`src/rtl/tft_timing_gen.sv`:
```
module tft_timing_gen #(
  parameter int RGB_W   = 16,
  parameter int SZ_W    = 10,
  parameter int PORCH_W = 8,
  parameter int SYNC_W  = 7,
  parameter int CNT_W   = 11,
  parameter int WIN_W   = 2
) (
  input  logic               clk,
  input  logic               rst_n,
  input  logic               enable,
  input  logic [SZ_W-1:0]    h_act_m1,
  input  logic [SZ_W-1:0]    v_act_m1,
  input  logic [PORCH_W-1:0] h_fp,
  input  logic [PORCH_W-1:0] h_bp,
  input  logic [PORCH_W-1:0] v_fp,
  input  logic [PORCH_W-1:0] v_bp,
  input  logic [SYNC_W-1:0]  h_sync_m1,
  input  logic [SYNC_W-1:0]  v_sync_m1,
  input  logic [CNT_W-1:0]   period,
  input  logic [CNT_W-1:0]   start_pos,
  input  logic [WIN_W-1:0]   setup_cyc,
  input  logic [WIN_W-1:0]   hold_cyc,
  input  logic [4:0]         pol,
  input  logic [RGB_W-1:0]   rgb_in,
  output logic               pix_req,
  output logic [SZ_W-1:0]    pix_x,
  output logic [SZ_W-1:0]    pix_y,
  output logic               hsync,
  output logic               vsync,
  output logic               de,
  output logic               pclk,
  output logic               cs,
  output logic               frame_start,
  output logic [RGB_W-1:0]   rgb_out
);
  localparam int LINE_MAX = (1 << SYNC_W) + 2 * ((1 << PORCH_W) - 1) + (1 << SZ_W);
  localparam int POS_W    = $clog2(LINE_MAX + 1);

  logic             run;
  logic [CNT_W-1:0] dly_cnt, div_cnt;
  logic [POS_W-1:0] h_cnt, v_cnt;
  logic [RGB_W-1:0] pix_hold, rgb_q;
  logic             hs_q, vs_q, de_q, pclk_q, cs_q, fs_q;

  logic [CNT_W-1:0] slot_len, half, win_lo, win_hi, setup_x, hold_x;
  logic [POS_W-1:0] h_sy_end, h_act_beg, h_act_end, h_total;
  logic [POS_W-1:0] v_sy_end, v_act_beg, v_act_end, v_total;
  logic             in_h, in_v, slot_end, line_end, frame_end, in_win, slot_first;

  assign slot_len = (period < CNT_W'(2)) ? CNT_W'(2) : period;
  assign half     = slot_len >> 1;
  assign setup_x  = CNT_W'(setup_cyc);
  assign hold_x   = CNT_W'(hold_cyc);
  assign win_lo   = (half > setup_x) ? half - setup_x : '0;
  assign win_hi   = (slot_len - CNT_W'(1) - half > hold_x) ? half + hold_x : slot_len - CNT_W'(1);

  assign h_sy_end  = POS_W'(h_sync_m1) + POS_W'(1);
  assign h_act_beg = h_sy_end + POS_W'(h_bp);
  assign h_act_end = h_act_beg + POS_W'(h_act_m1) + POS_W'(1);
  assign h_total   = h_act_end + POS_W'(h_fp);
  assign v_sy_end  = POS_W'(v_sync_m1) + POS_W'(1);
  assign v_act_beg = v_sy_end + POS_W'(v_bp);
  assign v_act_end = v_act_beg + POS_W'(v_act_m1) + POS_W'(1);
  assign v_total   = v_act_end + POS_W'(v_fp);

  assign in_h       = (h_cnt >= h_act_beg) && (h_cnt < h_act_end);
  assign in_v       = (v_cnt >= v_act_beg) && (v_cnt < v_act_end);
  assign slot_first = (div_cnt == '0);
  assign slot_end   = (div_cnt == slot_len - CNT_W'(1));
  assign line_end   = (h_cnt == h_total - POS_W'(1));
  assign frame_end  = (v_cnt == v_total - POS_W'(1));
  assign in_win     = (div_cnt >= win_lo) && (div_cnt <= win_hi);

  assign pix_req = run & in_h & in_v & slot_first;
  assign pix_x   = SZ_W'(h_cnt - h_act_beg);
  assign pix_y   = SZ_W'(v_cnt - v_act_beg);

  always_ff @(posedge clk or negedge rst_n) begin
    if (!rst_n) begin
      run      <= 1'b0;
      dly_cnt  <= '0;
      div_cnt  <= '0;
      h_cnt    <= '0;
      v_cnt    <= '0;
      pix_hold <= '0;
      rgb_q    <= '0;
      hs_q     <= 1'b0;
      vs_q     <= 1'b0;
      de_q     <= 1'b0;
      pclk_q   <= 1'b0;
      cs_q     <= 1'b0;
      fs_q     <= 1'b0;
    end else begin
      hs_q   <= enable & run & (h_cnt < h_sy_end);
      vs_q   <= enable & run & (v_cnt < v_sy_end);
      de_q   <= enable & run & in_h & in_v;
      pclk_q <= enable & run & (div_cnt >= half);
      cs_q   <= enable & run;
      fs_q   <= enable & run & (h_cnt == '0) & (v_cnt == '0) & slot_first;
      rgb_q  <= (enable & run & in_h & in_v & in_win) ? (slot_first ? rgb_in : pix_hold) : '0;
      if (pix_req) pix_hold <= rgb_in;

      if (!enable) begin
        run     <= 1'b0;
        dly_cnt <= '0;
        div_cnt <= '0;
        h_cnt   <= '0;
        v_cnt   <= '0;
      end else if (!run) begin
        if (dly_cnt == start_pos) run <= 1'b1;
        else dly_cnt <= dly_cnt + CNT_W'(1);
      end else if (slot_end) begin
        div_cnt <= '0;
        if (line_end) begin
          h_cnt <= '0;
          v_cnt <= frame_end ? '0 : v_cnt + POS_W'(1);
        end else begin
          h_cnt <= h_cnt + POS_W'(1);
        end
      end else begin
        div_cnt <= div_cnt + CNT_W'(1);
      end
    end
  end

  assign hsync       = hs_q ~^ pol[0];
  assign vsync       = vs_q ~^ pol[1];
  assign de          = de_q ~^ pol[2];
  assign pclk        = pclk_q ~^ pol[3];
  assign cs          = cs_q ~^ pol[4];
  assign frame_start = fs_q;
  assign rgb_out     = rgb_q;

  a_r1_idle_after_disable: assert property (@(posedge clk) disable iff (!rst_n)
    !enable |=> (!cs_q && !de_q && !pclk_q && !fs_q && rgb_out == '0));

  a_r7_req_then_de: assert property (@(posedge clk) disable iff (!rst_n)
    (pix_req && enable) |=> de_q);

  a_r10_single_pulse: assert property (@(posedge clk) disable iff (!rst_n)
    fs_q |=> !fs_q);

  a_r10_in_sync: assert property (@(posedge clk) disable iff (!rst_n)
    fs_q |-> (vs_q && hs_q));

  a_r8_data_in_de: assert property (@(posedge clk) disable iff (!rst_n)
    (rgb_q != '0) |-> de_q);

  a_r11_cs_covers: assert property (@(posedge clk) disable iff (!rst_n)
    (de_q || hs_q || vs_q || pclk_q) |-> cs_q);
endmodule

```
`config.mk`:
```
export PLATFORM = sky130hd
export DESIGN_NAME = tft_timing_gen
export DESIGN_NICKNAME = d
export VERILOG_FILES = /design/src/rtl/tft_timing_gen.sv
export SDC_FILE = /design/constraint.sdc
export NUM_CORES = 1
export LEC_CHECK = 0
export CAP_MARGIN = 20
export CORE_MARGIN = 2
export CORE_UTILIZATION = 39
export CTS_CLUSTER_SIZE = 16
export DETAILED_ROUTE_END_ITERATION = 12
export PLACE_DENSITY = 0.64
export RECOVER_POWER = 100
export SYNTH_ARGS = -nofsm -noshare
export SYNTH_HDL_FRONTEND = slang
export SYNTH_SLANG_ARGS = --single-unit
```
`constraint.sdc`:
```
create_clock -name clk -period 12.9 [get_ports clk]
set_input_delay 2.58 -clock clk [delete_from_list [all_inputs] [get_ports clk]]
set_output_delay 2.58 -clock clk [all_outputs]
set_load 0.02 [all_outputs]
```
==> flow_metrics.py, run 1 <==
metrics = {
    "final_layout": {
        "antenna_cells_inserted": 0,
        "layout.cells.most_common": "ha_1",
        "post_layout_nonfiller_instances": 1782,
        "layout-drive-gt1-share": 0.0382,
        "syn2layout_area_growth_pct": 19.9,
        "final_cell_mix": "178 x ha_1, 150 x inv_1, 110 x clkdlybuf4s50_1",
        "final_cell_area_um2": 12900,
        "finalNetCount": 1741,
    },
    "run_status": {
        "outcome": "complete, but fails checks",
        "failed_checks": "capacitance limit, slew limit",
    },
    "sta": {
        "report.final.hold_viol_count": 0,
        "max_freq_ghz": 0.0899,
        "total_setup_violations_reported_at_the_end_of_the_flow": 0,
        "finalCriticalPeriod_ns": 11.13,
        "worst_hold_slack_ns": 0.506,
        "fin_worst_skew_ns": 0.0110,
        "report.final.slew_viol_count": 80,
        "rsz0062_at_grt": "no",
        "worst_slew_pin_slew_ns": 3.40,
        "slew-limit-headroom": -1.27,
        "layout_setup_ws_ns": 1.77,
        "finalCritPeriodShare": 0.862,
        "fin_tns_setup_ns": 0,
    },
    "pwr": {
        "cell_internal_pwr_uw": 843,
        "p_clk_frac": 0.188,
        "pwr-share-seq": 0.185,
        "static-leakage-power_uw": 0.00624,
        "swShare": 0.418,
        "max-vdd-ir-drop_mv": 0.0743,
        "power_switching_uw": 606,
        "share_comb_of_total_power": 0.626,
        "cellPowerDensity_nw_per_um2": 112,
    },
    "clock_network": {
        "cts.root.buffer_cell": "clkbuf_16",
        "clock_path_buffers": 2,
        "tritoncts_num_sinks": 83,
        "post-cts-setup-buffer-count": 0,
        "cts_tree": "built",
        "h-tree-depth": 3,
        "clk-insertion-delay-late_ns": 0.35,
        "ctsResizeCount": 0,
        "cts_inserted_buffers": 9,
        "clk_pin_slew_ns": 0.07,
        "cts_hold_buffers": 0,
    },
    "setup_path": {
        "timing_worst_setup_path_type": "in2out",
        "endpoint_required_time_on_the_critical_path_ns": 10.32,
        "end_kind": "output port",
        "cp.arrival_ns": 8.55,
        "critical_path.top_delay_family": "compound AO/OA/AOI/OAI gates",
        "slowest_library_cell_on_the_worst_path": "dlygate4sd3_1",
        "critPathBufInv": 5,
        "cp-start-kind": "input pin",
        "worstPathMaxFanout": 5,
        "timing.critical_path.slowest_cell_delay_ns": 0.70,
        "worst_path_cell_trace": "dlygate4sd3_1 -> ha_1 -> inv_1 -> fa_1 -> inv_1 -> a21oi_1 -> o21bai_1 -> a21oi_1 -> o21bai_1 -> xor2_1 -> ha_1 -> o21a_1 -> o21ai_0 -> a21oi_1 -> nor2_1 -> xnor2_1 -> inv_1 -> ha_1 -> or3_1 -> nor3_1 -> o221ai_1 -> a211oi_1 -> and3_1 -> dlygate4sd3_1",
    },
    "detailed_routing": {
        "vias_per_cell": 5.32,
        "route.detailed.wl_per_inst_um": 16.0,
        "routed-via-count": 9486,
        "firstDrtPassIters": 5,
        "initialDrtViolationCount": 556,
        "drt.antenna.violating_nets": 0,
        "route.final.wire_length_um": 28400,
        "drc": 0,
    },
    "global_route": {
        "grt_util_met2": 0.327,
        "grt.total_usage": 0.193,
        "grt.met1_usage": 0.266,
        "globalRoute.totalOverflow": 0,
        "grt_first_pass_wirelength_um": 44900,
        "grt_most_used_layer": "met2",
        "global_route.usage.met3": 0.0274,
        "grt_antenna_before_repair": 0,
        "grt_max_degree": 83,
        "first_global_vias": 9083,
    },
    "placed_design": {
        "portBuffers": 158,
        "post-place-cells": 1765,
        "last_weighted_congestion_value_of_the_routability_driven_placer": 0.922,
        "dpl.hpwl_um": 22700,
        "detailedPlace.worstSlack_ns": 1.91,
        "placed_cell_area_um2": 12700,
    },
    "die": {
        "ios": 159,
        "floorplan.die_area_um2": 29000,
        "core_region_area_um2": 27000,
        "fp-row-count": 60,
        "die_w_um": 170,
        "die_y_um": 170,
        "initial_core_utilization": 0.399,
    },
    "logic_synthesis": {
        "synth-main-ff-cell": "dfrtp_1",
        "synth_sequential_area_ratio": 0.192,
        "synth_top_area_share": 0.206,
        "synth-edff-count": 0,
        "synth.distinct_cells": 75,
        "syn-num-nets": 1597,
        "syn-instance-count": 1292,
        "syn-mean-instance-area_um2": 8.35,
        "synth_largest_area_cell": "ha_1",
        "ys_seq_elements": 83,
        "dominant_cells_by_area_after_synthesis": "ha_1 21%, dfrtp_1 19%, xnor2_1 8.6%",
        "synthesis.yosys.warnings": 0,
        "synth_area_um2": 10800,
        "synthArstFlopShare": 1.00,
    },
    "min_path": {
        "timing.hold.worst.class": "reg2reg",
    },
    "job": {
        "drv_cap": 2,
    },
}
-- state kept, by name, summed over array words and instances (netlist names) --
| register | flops |
|---|---|
| cs_q | 1 |
| de_q | 1 |
| div_cnt | 11 |
| dly_cnt | 11 |
| frame_start | 1 |
| h_cnt | 11 |
| hs_q | 1 |
| pclk_q | 1 |
| pix_hold | 16 |
| rgb_out | 16 |
| run | 1 |
| v_cnt | 11 |
| vs_q | 1 |
-- layer usage --
layer  share of wire  wire (um)
met3           0.042       1200
met1            0.48      13600
met2            0.47      13300
met5               0          0
met4          0.0098        280
-- worst reg2reg max path, stage by stage (launching register included) --
cell       delay (ns)
dfrtp_1          0.57
or4b_2           0.74
a21oi_1          0.16
a41o_1           0.14
a311oi_2         0.06
nor4_1           0.78
and2_4           0.26
o2111ai_1        0.65
nor3b_1          0.45
a211o_1          0.14
-- worst paths after layout --
check                             start          end  cells past startpoint  slack [ns]
min in group asynchronous         rst_n   rgb_out[2]                      1        2.00
max in group asynchronous         rst_n   div_cnt[3]                      3        6.55
min reg2reg                 pix_hold[8]  pix_hold[8]                      1        0.51
min                         pix_hold[8]  pix_hold[8]                      1        0.51
max                        v_sync_m1[0]      pix_req                     24        1.77
max reg2reg                  div_cnt[3]     v_cnt[2]                      9        8.90
-- power by group through the flow --
| stage | Sequential [uW] | Clock [uW] | Combinational, uW |
|---|---|---|---|
| 2_1_floorplan | 271 | 0 | 698 |
| 3_3_place_gp | 273 | 0 | 901 |
| 3_5_place_dp | 274 | 0 | 919 |
| 4_1_cts | 269 | 278 | 927 |
| 5_1_grt | 269 | 289 | 1020 |
| 6_report | 269 | 273 | 908 |
-- cell families (layout without fill, tap and decap cells) --
| group | after synthesis | in the layout | synth area share |
|---|---|---|---|
| AOI/OAI and AO/OA | 281 | 281 | 0.172 |
| xor gates and xnor gates | 154 | 154 | 0.127 |
| adders and majority gates | 189 | 189 | 0.227 |
| buffers and inverters | 182 | 331 | 0.0664 |
| DFF | 83 | 83 | 0.192 |
| muxes | 39 | 39 | 0.0383 |
| and+or+nand+nor | 364 | 364 | 0.177 |
-- Yosys cell counts (all sizes together), types with 21 or more instances --
master	n
a21o	36
a21oi	62
dfrtp	83
ha	178
inv	150
mux2i	21
nand2	77
nand2b	24
nand3	30
nand4	27
nor2	76
nor2b	23
nor3	45
o21ai	76
xnor2	107
xor2	46
-- area by class of cell --
type	count	area, um^2
flip-flops and latches	83	2080
inverters	151	567
well taps	341	427
repair buffers	164	1610
multi-input cells	1027	7950
clock inverters	6	72.6
clock buffers	10	239
fillers	2624	14100
-- metrics by stage --
step / utilization / power [uW]
6_report: 0.479 / 1450
5_1_grt: 0.479 / 1580
4_1_cts: 0.481 / 1470
3_5_place_dp: 0.469 / 1190
3_3_place_gp: 0.469 / 1170
2_1_floorplan: - / 969
(Power assumes the default switching activity.)
==> run 2: changes to the inputs <==
--- a/config.mk
+++ b/config.mk
@@ -7,10 +7,11 @@
 export LEC_CHECK = 0
 export CAP_MARGIN = 20
 export CORE_MARGIN = 2
-export CORE_UTILIZATION = 39
+export CORE_UTILIZATION = 45
 export CTS_CLUSTER_SIZE = 16
 export DETAILED_ROUTE_END_ITERATION = 12
-export PLACE_DENSITY = 0.64
+export GPL_TIMING_DRIVEN = 0
+export PLACE_DENSITY = 0.71
 export RECOVER_POWER = 100
 export SYNTH_ARGS = -nofsm -noshare
 export SYNTH_HDL_FRONTEND = slang
==> flow_metrics.py, run 2 (same netlist as run 1, synthesis figures left out) <==
metrics = {
    "global_route": {
        "globalRoute.totalOverflow": 0,
        "grt_first_pass_wirelength_um": 46300,
        "first_global_vias": 9590,
        "grt_max_degree": 49,
        "grt.total_usage": 0.220,
        "grt_antenna_before_repair": 0,
    },
    "final_layout": {
        "final_cell_mix": "178 x ha_1, 150 x inv_1, 106 x xnor2_1",
        "layout-drive-gt1-share": 0.0424,
        "layout.cells.most_common": "ha_1",
        "finalNetCount": 1761,
        "syn2layout_area_growth_pct": 20.1,
        "antenna_cells_inserted": 0,
    },
    "detailed_routing": {
        "routed-via-count": 9822,
        "initialDrtViolationCount": 575,
        "route.final.wire_length_um": 27900,
        "firstDrtPassIters": 7,
        "route.detailed.wl_per_inst_um": 15.6,
        "drc": 0,
        "drt.antenna.violating_nets": 0,
        "vias_per_cell": 5.52,
    },
    "clock_network": {
        "tritoncts_num_sinks": 83,
        "ctsResizeCount": 0,
        "cts.root.buffer_cell": "clkbuf_16",
        "cts_inserted_buffers": 9,
        "clk-insertion-delay-late_ns": 0.34,
        "post-cts-setup-buffer-count": 0,
        "clk_pin_slew_ns": 0.07,
        "cts_hold_buffers": 0,
        "cts_tree": "built",
        "h-tree-depth": 3,
        "clock_path_buffers": 2,
    },
    "sta": {
        "slew-limit-headroom": -0.679,
        "fin_worst_skew_ns": 0.0118,
        "rsz0062_at_grt": "no",
        "layout_setup_ws_ns": 1.62,
        "report.final.slew_viol_count": 86,
        "fin_tns_setup_ns": 0,
        "total_setup_violations_reported_at_the_end_of_the_flow": 0,
        "max_freq_ghz": 0.0886,
        "worst_slew_pin_slew_ns": 2.52,
        "finalCritPeriodShare": 0.875,
        "report.final.hold_viol_count": 0,
        "finalCriticalPeriod_ns": 11.28,
    },
    "pwr": {
        "swShare": 0.424,
        "max-vdd-ir-drop_mv": 0.0749,
        "power_switching_uw": 606,
        "pwr-share-seq": 0.188,
        "static-leakage-power_uw": 0.00625,
        "cell_internal_pwr_uw": 823,
        "share_comb_of_total_power": 0.638,
        "p_clk_frac": 0.174,
        "cellPowerDensity_nw_per_um2": 110,
    },
    "run_status": {
        "outcome": "complete, but fails checks",
        "failed_checks": "capacitance limit, slew limit",
    },
    "setup_path": {
        "cp.arrival_ns": 8.70,
        "end_kind": "output port",
        "worst_path_cell_trace": "dlygate4sd3_1 -> ha_1 -> inv_1 -> fa_1 -> inv_1 -> a21oi_1 -> o21bai_1 -> a21oi_1 -> o21bai_1 -> xor2_1 -> ha_1 -> o21a_1 -> o21ai_0 -> a21oi_1 -> nor2_1 -> xnor2_1 -> inv_1 -> ha_1 -> or3_1 -> nor3_1 -> o221ai_1 -> a211oi_1 -> and3_1 -> dlygate4sd3_1",
        "critPathBufInv": 5,
        "worst_r2r_path_depth": 11,
        "timing_worst_setup_path_type": "in2out",
        "ff2ff_setup_slack_ns": 8.60,
        "cp-start-kind": "input pin",
        "worstPathMaxFanout": 5,
        "worst-path-stages": 24,
        "endpoint_required_time_on_the_critical_path_ns": 10.32,
        "critical_path.top_delay_family": "compound AO/OA/AOI/OAI gates",
        "timing.critical_path.slowest_cell_delay_ns": 0.69,
        "slowest_library_cell_on_the_worst_path": "dlygate4sd3_1",
    },
    "die": {
        "fp-row-count": 56,
        "core_region_area_um2": 23500,
        "die_y_um": 159,
        "floorplan.die_area_um2": 25200,
        "ios": 159,
        "die_w_um": 159,
        "initial_core_utilization": 0.458,
    },
    "min_path": {
        "timing.hold.worst.class": "reg2reg",
        "hold_depth": 1,
    },
    "placed_design": {
        "portBuffers": 152,
        "dpl.hpwl_um": 22600,
        "last_weighted_congestion_value_of_the_routability_driven_placer": 0.917,
        "detailedPlace.worstSlack_ns": 1.80,
    },
    "job": {
        "drv_cap": 2,
    },
}
run 2: area by class of cell:
class                           instances  area (um^2)
Timing Repair Buffer                  153         1520
Multi-Input combinational cell       1027         7970
Clock buffer                           10          239
Inverter                              151          567
Tap cell                              319          399
Fill cell                            2243        10600
Buffer                                 31          141
Clock inverter                          6         47.5
Sequential cell                        83         2080
run 2: power by group through the flow:
| stage | logic [uW] | clock network, uW | registers, uW |
|---|---|---|---|
| after floorplan | 698 | 0 | 271 |
| after global placement | 895 | 0 | 273 |
| after detailed placement | 919 | 0 | 273 |
| after CTS | 927 | 251 | 268 |
| after global routing | 1030 | 263 | 269 |
| final | 912 | 248 | 268 |
run 2: stage by stage:
stage                util  instance area, um^2  total power (uW)  hold slack (ns)  std cells
floorplan               -                10800               969            0.479       1292
global placement    0.540                12700              1170            0.487       1763
detailed placement  0.541                12700              1190            0.494       1764
CTS                 0.553                13000              1450            0.509       1780
global route        0.551                13000              1560            0.518       1780
finish              0.551                13000              1430            0.505       1780
run 2: per-layer routing:
metal | track usage | up-vias | share of wire
met5 | 0 | - | 0
met1 | 0.289 | 4647 | 0.46
li1 | - | 4886 | -
met2 | 0.382 | 242 | 0.47
met4 | 0.0645 | 0 | 0.025
met3 | 0.0259 | 47 | 0.042
run 2: path summary, 6_finish.rpt:
path / from / endpoint
min in group asynchronous: rst_n / pix_hold[2]
max in group asynchronous: rst_n / h_cnt[4]
max: v_sync_m1[0] / pix_req
min: pix_hold[3] / pix_hold[3]
max reg2reg: v_cnt[1] / pix_hold[7]
min reg2reg: pix_hold[3] / pix_hold[3]
